## config.mk

```make
export PLATFORM = sky130hd
export DESIGN_NAME = stereo_volume
export DESIGN_NICKNAME = d
export VERILOG_FILES = /design/src/rtl/stvol_pkg.sv /design/src/rtl/stvol_regs.sv /design/src/rtl/stvol_gain_map.sv /design/src/rtl/stvol_chan.sv /design/src/rtl/stereo_volume.sv
export SDC_FILE = /design/constraint.sdc
export NUM_CORES = 2
export LEC_CHECK = 0
export ABC_AREA = 1
export BUFFER_PORTS_ARGS = -buffer_cell sky130_fd_sc_hd__buf_2
export CAP_MARGIN = 20
export CORE_ASPECT_RATIO = 0.9
export CORE_MARGIN = 2
export CORE_UTILIZATION = 60
export CTS_CLUSTER_SIZE = 12
export DETAILED_ROUTE_END_ITERATION = 12
export PLACE_DENSITY_LB_ADDON = 0.2
export SLEW_MARGIN = 40
export SYNTH_ARGS = -nofsm -noshare
export SYNTH_HDL_FRONTEND = slang
export SYNTH_HIERARCHICAL = 1
export SYNTH_SLANG_ARGS = --single-unit
```

## constraint.sdc

```tcl
create_clock -name clk -period 14 [get_ports clk]
set_clock_uncertainty 0.15 [all_clocks]
set_input_delay 0.7 -clock clk [delete_from_list [all_inputs] [get_ports clk]]
set_output_delay 0.7 -clock clk [all_outputs]
set_load 0.01 [all_outputs]
```

## src/rtl/stvol_pkg.sv

```systemverilog
package stvol_pkg;

    localparam int SAMPLE_W  = 24;
    localparam int CODE_W    = 8;
    localparam int MULT_W    = 16;
    localparam int MULT_FRAC = 14;
    localparam int SHIFT_W   = 5;

    typedef enum logic [0:0] {
        ST_SYNCED  = 1'b0,
        ST_PENDING = 1'b1
    } stage_state_e;

    typedef struct packed {
        logic               mute;
        logic [MULT_W-1:0]  mult;
        logic [SHIFT_W-1:0] shift;
    } gain_t;

    // Multiplier for one sixteenth of an octave, scaled by 2^MULT_FRAC.
    function automatic logic [MULT_W-1:0] frac_mult(input logic [3:0] f);
        logic [MULT_W-1:0] m;
        unique case (f)
            4'd0:  m = 16'd16384;
            4'd1:  m = 16'd17109;
            4'd2:  m = 16'd17867;
            4'd3:  m = 16'd18658;
            4'd4:  m = 16'd19484;
            4'd5:  m = 16'd20347;
            4'd6:  m = 16'd21247;
            4'd7:  m = 16'd22188;
            4'd8:  m = 16'd23170;
            4'd9:  m = 16'd24196;
            4'd10: m = 16'd25268;
            4'd11: m = 16'd26386;
            4'd12: m = 16'd27554;
            4'd13: m = 16'd28774;
            4'd14: m = 16'd30048;
            4'd15: m = 16'd31379;
            default: m = 16'd16384;
        endcase
        return m;
    endfunction

endpackage

```

## src/rtl/stvol_regs.sv

```systemverilog
module stvol_regs
    import stvol_pkg::*;
#(
    parameter int CW         = CODE_W,
    parameter int RESET_CODE = 192
) (
    input  logic                 clk,
    input  logic                 rst_n,
    input  logic                 wr,
    input  logic                 sel,
    input  logic [CW:0]          wdata,
    output logic [CW:0]          rdata,
    output logic [1:0][CW-1:0]   act_codes
);

    localparam logic [CW-1:0] RST_VAL = CW'(RESET_CODE);

    stage_state_e        state_q, state_d;
    logic [1:0][CW-1:0]  stg_q, stg_d;
    logic [1:0][CW-1:0]  act_q;
    logic                wr_upd, wr_plain;
    logic                commit;

    assign wr_upd   = wr &&  wdata[CW];
    assign wr_plain = wr && !wdata[CW];

    always_comb begin
        stg_d = stg_q;
        if (wr) begin
            stg_d[sel] = wdata[CW-1:0];
        end
    end

    // State register
    always_ff @(posedge clk) begin
        if (!rst_n) begin
            state_q <= ST_SYNCED;
        end else begin
            state_q <= state_d;
        end
    end

    // Next state
    always_comb begin
        state_d = state_q;
        unique case (state_q)
            ST_SYNCED:  if (wr_plain) state_d = ST_PENDING;
            ST_PENDING: if (wr_upd)   state_d = ST_SYNCED;
            default:    state_d = ST_SYNCED;
        endcase
    end

    // Outputs of the controller
    always_comb begin
        commit = 1'b0;
        unique case (state_q)
            ST_SYNCED:  commit = wr_upd;
            ST_PENDING: commit = wr_upd;
            default:    commit = 1'b0;
        endcase
    end

    always_ff @(posedge clk) begin
        if (!rst_n) begin
            stg_q <= {2{RST_VAL}};
            act_q <= {2{RST_VAL}};
        end else begin
            stg_q <= stg_d;
            if (commit) begin
                act_q <= stg_d;
            end
        end
    end

    assign rdata     = {1'b0, stg_q[sel]};
    assign act_codes = act_q;

    p_hold_active_r3: assert property (@(posedge clk) disable iff (!rst_n)
        wr_plain |=> $stable(act_q));

    p_commit_both_r4: assert property (@(posedge clk) disable iff (!rst_n)
        wr_upd |=> (act_q == stg_q));

    p_synced_match_r4: assert property (@(posedge clk) disable iff (!rst_n)
        (state_q == ST_SYNCED) |-> (act_q == stg_q));

endmodule

```

## src/rtl/stvol_gain_map.sv

```systemverilog
module stvol_gain_map
    import stvol_pkg::*;
#(
    parameter int CW         = CODE_W,
    parameter int TOP_CODE   = 239,
    parameter int UNITY_CODE = 192
) (
    input  logic [CW-1:0] code,
    output gain_t         gain
);

    localparam int UNITY_OCT  = UNITY_CODE / 16;
    localparam int BASE_SHIFT = UNITY_OCT + MULT_FRAC;
    localparam logic [CW-1:0] TOP_VAL = CW'(TOP_CODE);

    logic [CW-1:0] eff;
    logic [CW-5:0] oct;
    logic [3:0]    frac;

    always_comb begin
        eff  = (code > TOP_VAL) ? TOP_VAL : code;
        oct  = eff[CW-1:4];
        frac = eff[3:0];
        gain.mute  = (code == '0);
        gain.mult  = frac_mult(frac);
        gain.shift = SHIFT_W'(BASE_SHIFT) - SHIFT_W'(oct);
    end

endmodule

```

## src/rtl/stvol_chan.sv

```systemverilog
module stvol_chan
    import stvol_pkg::*;
#(
    parameter int DW = SAMPLE_W
) (
    input  logic                 clk,
    input  logic                 rst_n,
    input  logic                 in_valid,
    input  logic signed [DW-1:0] in_sample,
    input  gain_t                gain,
    output logic                 out_valid,
    output logic signed [DW-1:0] out_sample
);

    localparam int PW = DW + MULT_W + 1;
    localparam logic signed [PW-1:0] SAT_HI = PW'((64'sd1 <<< (DW - 1)) - 1);
    localparam logic signed [PW-1:0] SAT_LO = -SAT_HI - PW'(1);

    logic                 s1_valid;
    logic signed [DW-1:0] s1_x;
    gain_t                s1_g;

    logic signed [PW-1:0] prod, half, summed, scaled;
    logic signed [DW-1:0] clamped;

    // Stage 1: sample and the gain in force when it arrived
    always_ff @(posedge clk) begin
        if (!rst_n) begin
            s1_valid <= 1'b0;
            s1_x     <= '0;
            s1_g     <= '0;
        end else begin
            s1_valid <= in_valid;
            if (in_valid) begin
                s1_x <= in_sample;
                s1_g <= gain;
            end
        end
    end

    always_comb begin
        prod   = PW'(s1_x) * $signed({1'b0, s1_g.mult});
        half   = PW'(1) <<< (s1_g.shift - SHIFT_W'(1));
        summed = prod + half;
        scaled = summed >>> s1_g.shift;
        if (s1_g.mute) begin
            clamped = '0;
        end else if (scaled > SAT_HI) begin
            clamped = SAT_HI[DW-1:0];
        end else if (scaled < SAT_LO) begin
            clamped = SAT_LO[DW-1:0];
        end else begin
            clamped = scaled[DW-1:0];
        end
    end

    // Stage 2: rounded, clamped result
    always_ff @(posedge clk) begin
        if (!rst_n) begin
            out_valid  <= 1'b0;
            out_sample <= '0;
        end else begin
            out_valid <= s1_valid;
            if (s1_valid) begin
                out_sample <= clamped;
            end
        end
    end

    p_mute_zero_r5: assert property (@(posedge clk) disable iff (!rst_n)
        (s1_valid && s1_g.mute) |=> (out_sample == '0));

    p_no_wrap_r8: assert property (@(posedge clk) disable iff (!rst_n)
        (s1_valid && !s1_x[DW-1]) |=> !out_sample[DW-1]);

    p_neg_sign_r8: assert property (@(posedge clk) disable iff (!rst_n)
        (s1_valid && s1_x[DW-1]) |=> (out_sample[DW-1] || out_sample == '0));

endmodule

```

## src/rtl/stereo_volume.sv

```systemverilog
module stereo_volume
    import stvol_pkg::*;
#(
    parameter int DW         = SAMPLE_W,
    parameter int CW         = CODE_W,
    parameter int UNITY_CODE = 192,
    parameter int TOP_CODE   = 239
) (
    input  logic                 clk,
    input  logic                 rst_n,
    input  logic                 reg_wr,
    input  logic                 reg_sel,
    input  logic [CW:0]          reg_wdata,
    output logic [CW:0]          reg_rdata,
    input  logic                 in_valid,
    input  logic signed [DW-1:0] in_left,
    input  logic signed [DW-1:0] in_right,
    output logic                 out_valid,
    output logic signed [DW-1:0] out_left,
    output logic signed [DW-1:0] out_right
);

    localparam int NCH = 2;

    logic [1:0][CW-1:0]   act_codes;
    logic signed [DW-1:0] ch_in  [NCH];
    logic signed [DW-1:0] ch_out [NCH];
    logic                 ch_vld [NCH];
    gain_t                ch_gain [NCH];

    assign ch_in[0] = in_left;
    assign ch_in[1] = in_right;

    stvol_regs #(
        .CW         (CW),
        .RESET_CODE (UNITY_CODE)
    ) u_regs (
        .clk       (clk),
        .rst_n     (rst_n),
        .wr        (reg_wr),
        .sel       (reg_sel),
        .wdata     (reg_wdata),
        .rdata     (reg_rdata),
        .act_codes (act_codes)
    );

    for (genvar ch = 0; ch < NCH; ch++) begin : g_ch
        stvol_gain_map #(
            .CW         (CW),
            .TOP_CODE   (TOP_CODE),
            .UNITY_CODE (UNITY_CODE)
        ) u_map (
            .code (act_codes[ch]),
            .gain (ch_gain[ch])
        );

        stvol_chan #(
            .DW (DW)
        ) u_chan (
            .clk        (clk),
            .rst_n      (rst_n),
            .in_valid   (in_valid),
            .in_sample  (ch_in[ch]),
            .gain       (ch_gain[ch]),
            .out_valid  (ch_vld[ch]),
            .out_sample (ch_out[ch])
        );
    end

    assign out_valid = ch_vld[0];
    assign out_left  = ch_out[0];
    assign out_right = ch_out[1];

    p_latency_r9: assert property (@(posedge clk) disable iff (!rst_n)
        in_valid |-> ##2 out_valid);

    p_lr_align_r9: assert property (@(posedge clk) disable iff (!rst_n)
        ch_vld[0] == ch_vld[1]);

endmodule

```

* After elaboration in Yosys (flattened, before gate mapping)
Memories as Yosys holds them, arrays and structs flattened. A register that Yosys moved wholly into a read port is not among the register bits.
Cells that the tools add are included.
** Storage, ports and cells
- RAM bits :: 0
- Register bits :: 174
- ROM bits :: 448
- Memories :: 2
- Word-level logic and storage cells :: 58
- Bits in latches :: 0
- Output and inout bits :: 58
** Operators by class
- Muxes and demuxes :: 14
- Equality and inequality tests :: 0
- Multiply operators :: 2
- Shift-type cells :: 4
- Reductions and logical operators :: 6
- $lt $le $gt $ge :: 8
- Bitwise gates (word level) :: 0
- Divide/modulo/power cells :: 0
- Add/subtract/negate cells :: 6
** Memories
- (no name shown) :: words 16, width 14, read ports 1, clocked after memory_dff 1, write ports 0, line stvol_pkg.sv:23 : unique case (f)
- (no name shown) :: words 16, width 14, read ports 1, clocked after memory_dff 1, write ports 0, line stvol_pkg.sv:23
** Operator list (number)
- $mux 24 :: 6
- $add 41x41->41 :: 2
- $gt 41x24->1 const B :: 2
- $lt 41x24->1 const B :: 2
- $mul 24x17->41 :: 2
- $sshl 2x5->41 const A :: 2
- $sshr 41x5->41 :: 2
- $mux 8 :: 5
- $bwmux 16 :: 1
- $gt 8x8->1 const B :: 2
- $logic_not 8->1 :: 2
- $mux 16 :: 1
- $sub 5x1->5 const B :: 2
- $sub 5x4->5 const A :: 2
- $demux 8 s1 :: 1
- $logic_and 1x1->1 :: 2
- $logic_not 1->1 :: 2
- $lt 1x2->1 const B :: 1
- $ge 1x1->1 const B :: 1

* Longest topological paths before layout
- Depth in word-level cells :: 8
- Gate-level depth with buffers :: 51
- Mapped depth without buffers :: 46

* Cells and area by module
The synthesis kept the hierarchy.
** Modules (own cells, without submodules)
- stvol_chan (g_ch[1].u_chan) :: times used 1, area an instance 22007.4 sq um, cells an instance 3191, seq. area each 1441.4 sq um
- stvol_chan (g_ch[0].u_chan) :: times used 1, area an instance 21853.5 sq um, cells an instance 3170, seq. area each 1441.4 sq um
- stvol_regs :: times used 1, area an instance 1433.9 sq um, cells an instance 200, seq. area each 640.6 sq um
- stvol_gain_map (g_ch[0].u_map) :: times used 1, area an instance 643.1 sq um, cells an instance 117, seq. area each 0.0 sq um
- stvol_gain_map (g_ch[1].u_map) :: times used 1, area an instance 631.9 sq um, cells an instance 115, seq. area each 0.0 sq um

* Worst setup path before layout
No wires, ideal clock.
- Path type :: register to register
- Start point :: reg g_ch[1].u_chan/s1_g[0] in the netlist's numbering
- End point :: reg g_ch[1].u_chan.out_sample[10]
- Period minus slack after synthesis :: 7.379 ns
- Path buffers :: 5
- Data arrival time :: 7.086 ns
- Cell stages (with the launch flop) :: 48
- Data required time :: 13.707 ns
- Slack :: 6.621 ns
- Cells stage by stage :: dfxtp_1 > buf_2 > clkbuf_1 > buf_1 > clkbuf_1 > nor2_1 > inv_1 > nor2_1 > inv_1 > nor2_1 > nand2_1 > nand2_1 > inv_1 > nand3_1 > fa_1 > fa_1 > inv_1 > fa_1 > [12 not listed] > nand4_1 > nand2_4 > inv_4 > nand2_4 > nand3_2 > nand3_1 > and2_1 > nor2_1 > nand3b_1 > nand2_1 > nand2_1 > nor2_1 > nand2_1 > nand2_2 > buf_6 > nand2_1 > nand2_1 > a21oi_2
** Between the ends
- Cells in the longest elaborated chain, start to end :: 8
- Elaborated cells on any way between the ends :: 9
** RTL lines
- start: declaration :: line stvol_chan.sv:21 : gain_t s1_g;
- start signal: assignment :: line stvol_chan.sv:36 : s1_g <= gain;
- $sub 5x1->5 :: line stvol_chan.sv:43 : half = PW'(1) <<< (s1_g.shift - SHIFT_W'(1));
- $sshl 2x5->41 :: line stvol_chan.sv:43
- $add 41x41->41 :: line stvol_chan.sv:44 : summed = prod + half;
- $sshr 41x5->41 (*) :: line stvol_chan.sv:45 : scaled = summed >>> s1_g.shift;
- $lt 41x24->1 :: line stvol_chan.sv:50 : end else if (scaled < SAT_LO) begin
- $mux 24 :: line stvol_chan.sv:50
- $mux 24 (*) :: line stvol_chan.sv:48 : end else if (scaled > SAT_HI) begin
- $mux 24 (*) :: line stvol_chan.sv:46 : if (s1_g.mute) begin
- end signal: assignment :: line stvol_chan.sv:65 : out_sample <= clamped;
- end: declaration :: line stvol_chan.sv:12 : output logic signed [DW-1:0] out_sample
Mark *: on every way between the ends. The rest lies on a longest branch, timed or not.
A chain may end at the register's enable or synchronous reset.

* Worst setup path after layout
- Start point :: reg g_ch[1].u_chan/s1_g[1] in the netlist's numbering
- End point :: reg g_ch[1].u_chan.out_sample[1]
Same word-level chain as after synthesis.

==> metrics <==
fin worst setup slack=5614 ps; CP endpoint=g_ch[1].u_chan/out_sample[1]$_SDFFE_PN0P_; P_leak=26.54 nW; Rel. slew slack=37.80%; Synthesized Nets=7900; crit end category=flip-flop; RD Place Congestion=1.005; YS warnings=6; Root Driver=clkbuf_16; final net count=7733; pin count of the biggest net entering global routing=85; status=finished, final reports clean; layout cells sized above 1=6.857%; maximum clock rate=0.1192 GHz; Placed Cells=7633; Std-Cell Rows=96; DR top layer=met4; Slew @ Worst Pin=931.8 ps; TritonCTS Buffers=17; worst hold-check path type=input pin to flip-flop; post-route insts no fill=7665; Total Power=5.028 mW; detailed-route DRC error count=0; Max VDD drop=0.1116 mV; met3 wire len=14260 um; mapped cell area=46540 um^2; critical setup path kind=flip-flop to flip-flop; Die Wd=297.6 um; drt via density=5.376; DP Worst Slack=5801 ps; first-pass GRT wire length=218700 um; Final setup viols=0; CORE AREA=76510 um^2; max_cap viols=0; routed wl met2=52930 um; Routed Antenna Nets=0; Post-Route Utilization=62.64%; Buf+Inv Stages, Crit Path=7; chip height=268.2 um; via count=41210; crit path DAT=8590 ps; final instance area=47930 um^2; starting density of the core=60.83%; Inserted Diodes=0; GRT Total Usage=34.37%; io pins=120; initial antenna violation count=0; Worst R2R Path Depth=38; Final period util=59.90%; worst-path maximum fanout=44; Power Density=104.9 nW/um^2; CP max-delay cell=nor3_1; WL met1=62260 um; critical path depth=38; Routed WL=131000 um; dpl cell area=47290 um^2; Synth Instances=6790; Slowest Stage Delay on Critical Path=540 ps; initial DRC count=4204; CTS clock-pin slew for the worst setup and hold paths=90 ps; RSZ-0062 raised after global routing=no; cell repeated most along the worst path=nand2_1; H-tree Lvls=4; Die ar.=79820 um^2; hold_ws=274.4 ps; CTS resizes=0; CTS Hold Bufs=0; reg2reg end=g_ch[1].u_chan/out_sample[1]$_SDFFE_PN0P_; clock sink count=175; max-slew violations=0; detailed placement HPWL=106700 um; Mapped Avg Cell Area=6.855 um^2; FF-to-FF setup slack=5610 ps; Clock Path Buffers=2; Setup TNS Final=0 ps; Critical Path Start Type=flip-flop; Layout Area Growth over Synthesis=2.984%; min cycle time layout=8386 ps; vias in the first global route=40800; CP Data Required Time=14200 ps; crit path from=g_ch[1].u_chan/s1_g[1]$_SDFFE_PN0P_; worst-skew pair later-pin latency=490 ps; First-pass DRT Iterations=7; CP top delay family=simple AND/OR/NAND/NOR gates; final hold violations=0; worst r2r src=g_ch[1].u_chan/s1_g[1]$_SDFFE_PN0P_; post-CTS setup buffer count=0; wire per inst=17.09 um; gr ovfl total=0; TritonCTS clock tree=yes; IO Port Bufs=118
==> flip-flops by register name, indices dropped and copies added (netlist names) <==
register                count
g_ch.u_chan/out_sample     48
g_ch.u_chan/out_valid       1
g_ch.u_chan/s1_g           44
g_ch.u_chan/s1_valid        2
g_ch.u_chan/s1_x           48
u_regs/act_codes           16
u_regs/stg_q               16
==> where the power goes <==
part / leakage, nW / internal (mW) / switching [mW]
Clock: 0.300 / 0.246 / 0.280
Combinational: 24.8 / 1.25 / 2.60
Sequential: 1.45 / 0.548 / 0.101
==> placed cells by master, fill, tap and decap left out, types with 55 or more instances in the layout <==
cell and n:
nor2_1 357, buf_2 117, nand2_2 59, o21ai_0 220, a21oi_1 142, ha_1 222, nand2_1 1911, nand3_1 498
buf_4 55, dfxtp_1 158, fa_1 826, inv_1 1640
==> how the worst min path moves through the flow <==
| stage | cells after the start | from | end | slack, ps |
|---|---|---|---|---|
| 6_report | 3 | in_left[14] | g_ch[0].u_chan/s1_x[14]$_SDFFE_PN0P_ | 270 |
| 5_1_grt | 3 | in_right[19] | g_ch[1].u_chan/s1_x[19]$_SDFFE_PN0P_ | 270 |
| 4_1_cts | 3 | in_left[14] | g_ch[0].u_chan/s1_x[14]$_SDFFE_PN0P_ | 250 |
| 3_5_place_dp | 2 | g_ch[1].u_chan/out_sample[22]$_SDFFE_PN0P_ | g_ch[1].u_chan/out_sample[22]$_SDFFE_PN0P_ | 300 |
| 3_3_place_gp | 2 | g_ch[0].u_chan/out_sample[14]$_SDFFE_PN0P_ | g_ch[0].u_chan/out_sample[14]$_SDFFE_PN0P_ | 300 |
| 2_1_floorplan | 2 | g_ch[0].u_chan/s1_valid$_SDFF_PN0_ | g_ch[0].u_chan/out_valid$_SDFF_PN0_ | 280 |
==> metal layers <==
layer  track usage (%)  up-vias
met2             48.98     1904
met5                 0        -
met4             5.542        0
met1             54.35    19750
li1                  -    19460
met3             6.896      101
==> final cells by class <==
cell class | instances | area, um^2
inverters | 1680 | 6316
repair buffers | 173 | 1010
flip-flops and latches | 175 | 3525
clock inverters | 15 | 210.2
multi-input cells | 4576 | 35160
fillers | 7214 | 28580
well taps | 1029 | 1287
clock buffers | 17 | 425.4
==> worst register-to-register path, delay by kind of cell (launching register included) <==
kind	cells	cell delay, ps
and+or+nand+nor	24	3800
adders and majority gates	6	2860
DFF	1	320
buffers and inverters	7	1040
AOI/OAI and AO/OA	1	60
Note: power is estimated with default switching activity, not from simulation.
